===== src/rtl/cmpl_sig_updater.sv =====
module cmpl_sig_updater #(
  parameter int AW    = 32,
  parameter int CW    = 16,
  parameter int DEPTH = 4
) (
  input  logic          clk,
  input  logic          rst_n,
  input  logic          in_valid,
  output logic          in_ready,
  input  logic [AW-1:0] in_addr,
  input  logic          in_fail,
  input  logic [CW-1:0] in_code,
  input  logic          in_irq,
  output logic          rd_valid,
  input  logic          rd_ready,
  output logic [AW-1:0] rd_addr,
  input  logic          rdata_valid,
  input  logic [63:0]   rdata,
  output logic          wr_valid,
  input  logic          wr_ready,
  output logic [AW-1:0] wr_addr,
  output logic [63:0]   wr_data,
  input  logic          wr_ack,
  output logic          irq
);
  localparam int QW = (DEPTH > 1) ? $clog2(DEPTH) : 1;
  localparam int EW = AW + CW + 2;
  localparam logic [63:0] SIG = '1;
  localparam logic [AW-1:0] NEXT_WORD = AW'(8);

  typedef enum logic [2:0] {S_IDLE, S_RD, S_RW, S_W0, S_A0, S_W1, S_A1, S_IRQ} st_t;

  logic [EW-1:0] q [DEPTH];
  logic [QW:0]   wp, rp;
  logic          empty, full, push;
  st_t           st;
  logic [AW-1:0] h_addr, w_addr;
  logic [CW-1:0] h_code;
  logic          h_fail, h_irq;
  logic [63:0]   w_data;
  logic [EW-1:0] head;

  assign empty    = (wp == rp);
  assign full     = (wp[QW] != rp[QW]) && (wp[QW-1:0] == rp[QW-1:0]);
  assign in_ready = !full;
  assign push     = in_valid && !full;
  assign head     = q[rp[QW-1:0]];

  always_ff @(posedge clk) begin
    if (push) q[wp[QW-1:0]] <= {in_addr, in_code, in_fail, in_irq};
  end

  always_ff @(posedge clk) begin
    if (!rst_n) begin
      wp <= '0;
    end else if (push) begin
      wp <= wp + 1'b1;
    end
  end

  always_ff @(posedge clk) begin
    if (!rst_n) begin
      st     <= S_IDLE;
      rp     <= '0;
      h_addr <= '0;
      h_code <= '0;
      h_fail <= 1'b0;
      h_irq  <= 1'b0;
      w_addr <= '0;
      w_data <= '0;
    end else begin
      unique case (st)
        S_IDLE: if (!empty) begin
          {h_addr, h_code, h_fail, h_irq} <= head;
          rp <= rp + 1'b1;
          st <= S_RD;
        end
        S_RD: if (rd_ready) st <= S_RW;
        S_RW: if (rdata_valid) begin
          w_addr <= h_addr;
          if (h_fail) begin
            w_data <= SIG;
            st     <= S_W0;
          end else if (rdata == SIG) begin
            st <= S_IRQ;
          end else begin
            w_data <= (rdata == 64'd0) ? 64'd0 : rdata - 64'd1;
            st     <= S_W0;
          end
        end
        S_W0: if (wr_ready) st <= S_A0;
        S_A0: if (wr_ack) begin
          if (h_fail) begin
            w_addr <= h_addr + NEXT_WORD;
            w_data <= 64'(h_code);
            st     <= S_W1;
          end else begin
            st <= S_IRQ;
          end
        end
        S_W1: if (wr_ready) st <= S_A1;
        S_A1: if (wr_ack) st <= S_IRQ;
        S_IRQ: st <= S_IDLE;
        default: st <= S_IDLE;
      endcase
    end
  end

  assign rd_valid = (st == S_RD);
  assign rd_addr  = h_addr;
  assign wr_valid = (st == S_W0) || (st == S_W1);
  assign wr_addr  = w_addr;
  assign wr_data  = w_data;
  assign irq      = (st == S_IRQ) && h_irq;
endmodule



===== config.mk =====
export PLATFORM = sky130hd
export DESIGN_NAME = cmpl_sig_updater
export DESIGN_NICKNAME = d
export VERILOG_FILES = /design/src/rtl/cmpl_sig_updater.sv
export SDC_FILE = /design/constraint.sdc
export NUM_CORES = 1
export LEC_CHECK = 0
export ABC_CLOCK_PERIOD_IN_PS = 5930
export BUFFER_PORTS_ARGS = -buffer_cell sky130_fd_sc_hd__buf_2
export CAP_MARGIN = 10
export CORE_MARGIN = 2
export CORE_UTILIZATION = 30
export DETAILED_ROUTE_END_ITERATION = 12
export GPL_TIMING_DRIVEN = 0
export HOLD_SLACK_MARGIN = 0.05
export PLACE_DENSITY_LB_ADDON = 0.15
export SLEW_MARGIN = 20
export SYNTH_ARGS = -nofsm -noshare
export SYNTH_HDL_FRONTEND = slang
export SYNTH_SLANG_ARGS = --single-unit

===== constraint.sdc =====
create_clock -name clk -period 5.93 [get_ports clk]
set_clock_uncertainty 0.2 [all_clocks]
set_input_delay 0.2965 -clock clk [delete_from_list [all_inputs] [get_ports clk]]
set_output_delay 0.2965 -clock clk [all_outputs]
set_load 0.03 [all_outputs]

# Word-level counts from Yosys, hierarchy flattened
# Memory sizes are Yosys's and may differ from the RTL's. A register that Yosys moved wholly into a read port is not among the register bits.
# Index checks and enable logic that the tools add are counted.
# word_totals
elab_cells	68
ram_bits	200
reg_bits	105
n_memories	1
# op_classes
bitwise_logic	1
eq_ne	20
n_reduce_logical	13
addsub	4
n_mux	24
# mem_list
name	depth	word_bits	read_ports	rd_ports_with_merged_regs	wr	line	text
q	4	50	1	1	1	33	logic [EW-1:0] q [DEPTH];
# op_table
cell	count
2-to-1 mux 64 bit	6
case mux 64 bit (2 select lines)	1
2-to-1 mux 32 bit	3
equality test 64 bit (second input constant)	1
zero test 64 bit	1
case mux 32 bit (2 select lines)	1
subtractor 64 x 1 -> 64 bit (second input constant)	1
adder 32 x 4 -> 32 bit (second input constant)	1
2-to-1 mux 3 bit	9
case mux 3 bit (8 select lines)	1
inequality test 2 bit (second input constant)	7
equality test 3 bit (second input constant)	4
AND reduction 7 bit	1
adder 3 x 1 -> 3 bit (second input constant)	2
equality test 3 x 2 -> 1 bit (second input constant)	2
AND reduction 5 bit	1
AND reduction 4 bit	1
equality test 3 x 1 -> 1 bit (second input constant)	1
equality test 3 bit	1
logical AND 1 bit	3
zero test 3 bit	1
inequality test 3 bit (second input constant)	1
equality test 2 bit	1
zero test 1 bit	2
other kinds (8)	9

# Logic depth before layout (Yosys ltp)
# depth
ltp_word	6
ltp_mapped	11
mapped_depth_nobuf	8

# Worst setup path before layout
# No wires, ideal clock.
# synth_path
path_type	register -> register
start	register rp[0]
end	memory q[3][0] (netlist bit), enable pin
n_path_buf	1
stages_incl_launch_ff	5
arrival_ns	2.322
setup_ns	0.415
slack_ns	2.993
cell_sequence	dfxtp_1 clkbuf_1 xnor2_1 nand3_1 and3_1
# synth_between
elab_chain_cells	6
# synth_lines
element	line	text
start: declaration	34	logic [QW:0] wp, rp;
start signal: assignment	75	rp <= rp + 1'b1;
equality test 2 bit	44	assign full = (wp[QW] != rp[QW]) && (wp[QW-1:0] == rp[QW-1:0]);
logical AND 1 bit	44	
zero test 1 bit	n/a	
via in_ready	9	output logic in_ready,
logical AND 1 bit	46	assign push = in_valid && !full;
2-to-1 mux 1 bit	50	if (push) q[wp[QW-1:0]] <= {in_addr, in_code, in_fail, in_irq};
2-to-1 mux 1 bit (not written as such)	50	
end: declaration	33	
# The timed path passes the listed nets, and every way through them passes these cells.

# Worst setup path after layout
# layout_path
start	input rdata[8]
end	register w_data[50], in the netlist wr_data[50]
# layout_between
elab_chain_cells	6
elab_cells_between_ends	10
cone_classes	add/sub (1); eq/ne (2); mux (5); reduce/logical (2)
# layout_lines
element	line	text
start: declaration	18	input logic [63:0] rdata,
subtractor 64 x 1 -> 64 bit or zero test 64 bit (tied branches)	87	w_data <= (rdata == 64'd0) ? 64'd0 : rdata - 64'd1;
2-to-1 mux 64 bit	87	
2-to-1 mux 64 bit	84	end else if (rdata == SIG) begin
2-to-1 mux 64 bit	81	if (h_fail) begin
2-to-1 mux 64 bit	79	S_RW: if (rdata_valid) begin
case mux 64 bit (2 select lines)	72	unique case (st)
end signal: assignment	87	
end signal: assignment	95	w_data <= 64'(h_code);
end: declaration	40	logic [63:0] w_data;
# Several ways; a longest one is shown, not always the timed one. The select of a mux whose other input is x is not followed.
# A chain may end at the register's enable or synchronous reset.

==> flow_summary.toml <==
[place]
dp_slack_ns = 2.61
portBuffers = 251
dpl_cell_area_sq_um = 17300
gp_congestion = 0.892
dp_hpwl_um = 33800

[setup_path]
crit_path_max_incr_delay_ns = 0.59
crit_type = "in2reg"
crit_chain = "dlygate4sd3_1, buf_2, nor4_2, nand3_1, nor4_4, buf_2, nand3_1, a221oi_1, dlygate4sd3_1, o21ai_1"
crit_required_ns = 6.16
start_kind = "primary input"
r2r_slack_ns = 3.00
critPathSlowestCell = "dlygate4sd3_1"
path_max_fanout = 10
arrival_ns = 3.96
worst-r2r-cell-count = 8
setup.worst_path.end_class = "register"

[synth]
synth_cells = 1271
synth.avg_cell_area_sq_um = 11.8
ys_ff_latch = 355
syn_area_sq_um = 15000
yosysUniqueCellTypes = 64
synth_edf_count = 200
synth_ff_type = "edfxtp_1"
async_flop_share_pct = 0
yosysSeqAreaShare_pct = 60.6
syn_nets = 1400
ys_warn_count = 0

[sta]
worst_slack_ns = 2.20
timing.hold.ws_ns = 0.0897
tightest_slew_ns = 0.992
min_period_ns = 3.73
fin_crit_sh_pct = 62.9
final_hold_viol_count = 0
grt_setup_unrepaired = "false"
timing.fmax_mhz = 268
slew_headroom_pct = 33.9
drv_slew = 0
finalSetupTns_ns = 0
setup_viol = 0

[global_routing]
first_global_vias = 11700
antenna_found_initial = 5
grt_usage_pct = 17.8
grt_first_pass_wirelength_um = 71600
grt_max_degree = 34
gr-total-overflow = 0

[floorplan]
die_h_um = 228
ios = 253
core_sq_um = 49800
dieArea_sq_um = 51900
start_util_pct = 30.2
rows = 82
dieWidth_um = 228

[routing]
drc = 0
wl_um = 46600
avgViaCountPerCell = 4.80
first_pass_iters = 6
drt_iter0_drc = 667
post_drt_wl_per_cell_um = 19.5
vias = 11400
ant_nets = 0

[power_and_ir_drop]
power_density_nw_per_um2 = 391
ir_drop_mv = 0.190
p_comb_share_pct = 26.5
pwr-share-clk_pct = 32.4
switching_share_pct = 33.8
power.switching_mw = 2.61
seq_power_share_pct = 41.1
power.internal_mw = 5.10
p_leak_nw = 7.11

[clock_network]
clock_latency_ns = 0.57
clock_path_buffers = 3
numCtsBuffers = 40
cts_root_buf = "clkbuf_16"
cts.clk_slew.worst_paths_ns = 0.06
cts.sink_count = 355
cts_resized = 0
cts_tree = "yes"
htreeDepth = 2

[min_path]
whs_path_depth = 4
hold_class = "in2reg"

[cells_and_area]
nNetsFinal = 1810
syn_to_final_growth_pct = 31.1
drive_above_1_share_pct = 23.2
final_area_sq_um = 19700

[run_status]
outcome = "completed"

[flow_run]
drv_cap = 0
[synth_stat cells (all sizes together) (25+ instances only)]
| cell type | count | area (sq um) |
|---|---|---|
| xnor2 | 38 | 333 |
| nor3 | 33 | 165 |
| nand2 | 202 | 758 |
| clkbuf | 58 | 219 |
| xor2 | 39 | 342 |
| nand3 | 25 | 130 |
| o21ai | 48 | 244 |
| mux4 | 50 | 1130 |
| nor2 | 78 | 293 |
| nand4 | 30 | 188 |
| a21oi | 93 | 465 |
| dfxtp | 155 | 3100 |
| edfxtp | 200 | 6010 |
| nor4 | 26 | 190 |
[power by group through the flow]
stage / Sequential [mW] / Combinational [mW] / Clock (mW)
2_1_floorplan: 3.47 / 0.999 / 0
3_3_place_gp: 3.23 / 1.99 / 0
3_5_place_dp: 3.23 / 2.01 / 0
4_1_cts: 3.18 / 2.08 / 2.58
5_1_grt: 3.21 / 2.25 / 2.67
6_report: 3.17 / 2.04 / 2.50
[per-layer routing]
layer  vias to the layer above  global-route usage [%]  wire length [um]
li1                       5554                       -                 -
met1                      5553                    23.3             21100
met2                       260                    29.8             22200
met3                        73                    3.91              2300
met4                         8                    4.46               913
met5                         -                       0                49
[flip-flops by register name (all words and copies together), names as in the netlist, 3 cells and up]
| register | cells |
|---|---|
| h_code | 16 |
| q | 200 |
| rd_addr | 32 |
| rp | 3 |
| st | 3 |
| wp | 3 |
| wr_addr | 32 |
| wr_data | 64 |
[worst max-delay path, delay by kind of cell]
family                 cells  cell delay (ns)
AO/OA/AOI/OAI              2             0.33
AND/OR/NAND/NOR            4             1.65
buffers and inverters      4             1.68
[layout make-up]
class | instances | area, sq um
Fill cell | 4923 | 30100
Tap cell | 672 | 841
Inverter | 16 | 60.1
Antenna cell | 1 | 2.50
Multi-Input combinational cell | 827 | 5600
Sequential cell | 355 | 9110
Clock inverter | 24 | 243
Buffer | 73 | 297
Clock buffer | 50 | 1070
Timing Repair Buffer | 368 | 2480
[what timing repair did]
item	in CTS	in global routing
endpoints found under the hold margin	257	0
setup buffers	0	0
hold buffers	111	0
[logic make-up after synthesis]
logic type      Yosys count  synth area share, %
simple gates            469                 15.3
buf+inv                  89                 2.36
mux                      54                 7.76
xor+xnor                 77                 4.49
flops                   355                 60.6
compound gates          219                 8.85
fa+ha+maj                 8                0.666
[worst paths after layout]
path | to | from
worst max register to register | wr_data[48] | st[2]
worst min register to register | wr_addr[1] | wr_addr[1]
worst max-delay path | wr_data[50] | rdata[8]
worst min-delay path | wr_data[52] | rdata[52]
[placed cells by master (no fill, tap or decap), types with 33 or more instances in the layout]
cell and n:
edfxtp_1 200, nor2_1 78, clkbuf_1 63, nand2_1 202
dfxtp_1 155, xnor2_1 38, nor3_1 33, o21ai_0 44
clkbuf_16 40, a21oi_1 93, mux4_2 50, buf_2 255
xor2_1 39, dlygate4sd3_1 111
[stage by stage]
stage | std cells | total power [mW] | util [%]
final | 2386 | 7.71 | 39.6
after global routing | 2385 | 8.13 | 39.6
after CTS | 2385 | 7.84 | 39.6
after detailed placement | 2200 | 5.24 | 34.7
after global placement | 2194 | 5.21 | 34.4
after floorplan | 1271 | 4.47 | -
No activity file was read; power rests on OpenSTA's default activity.
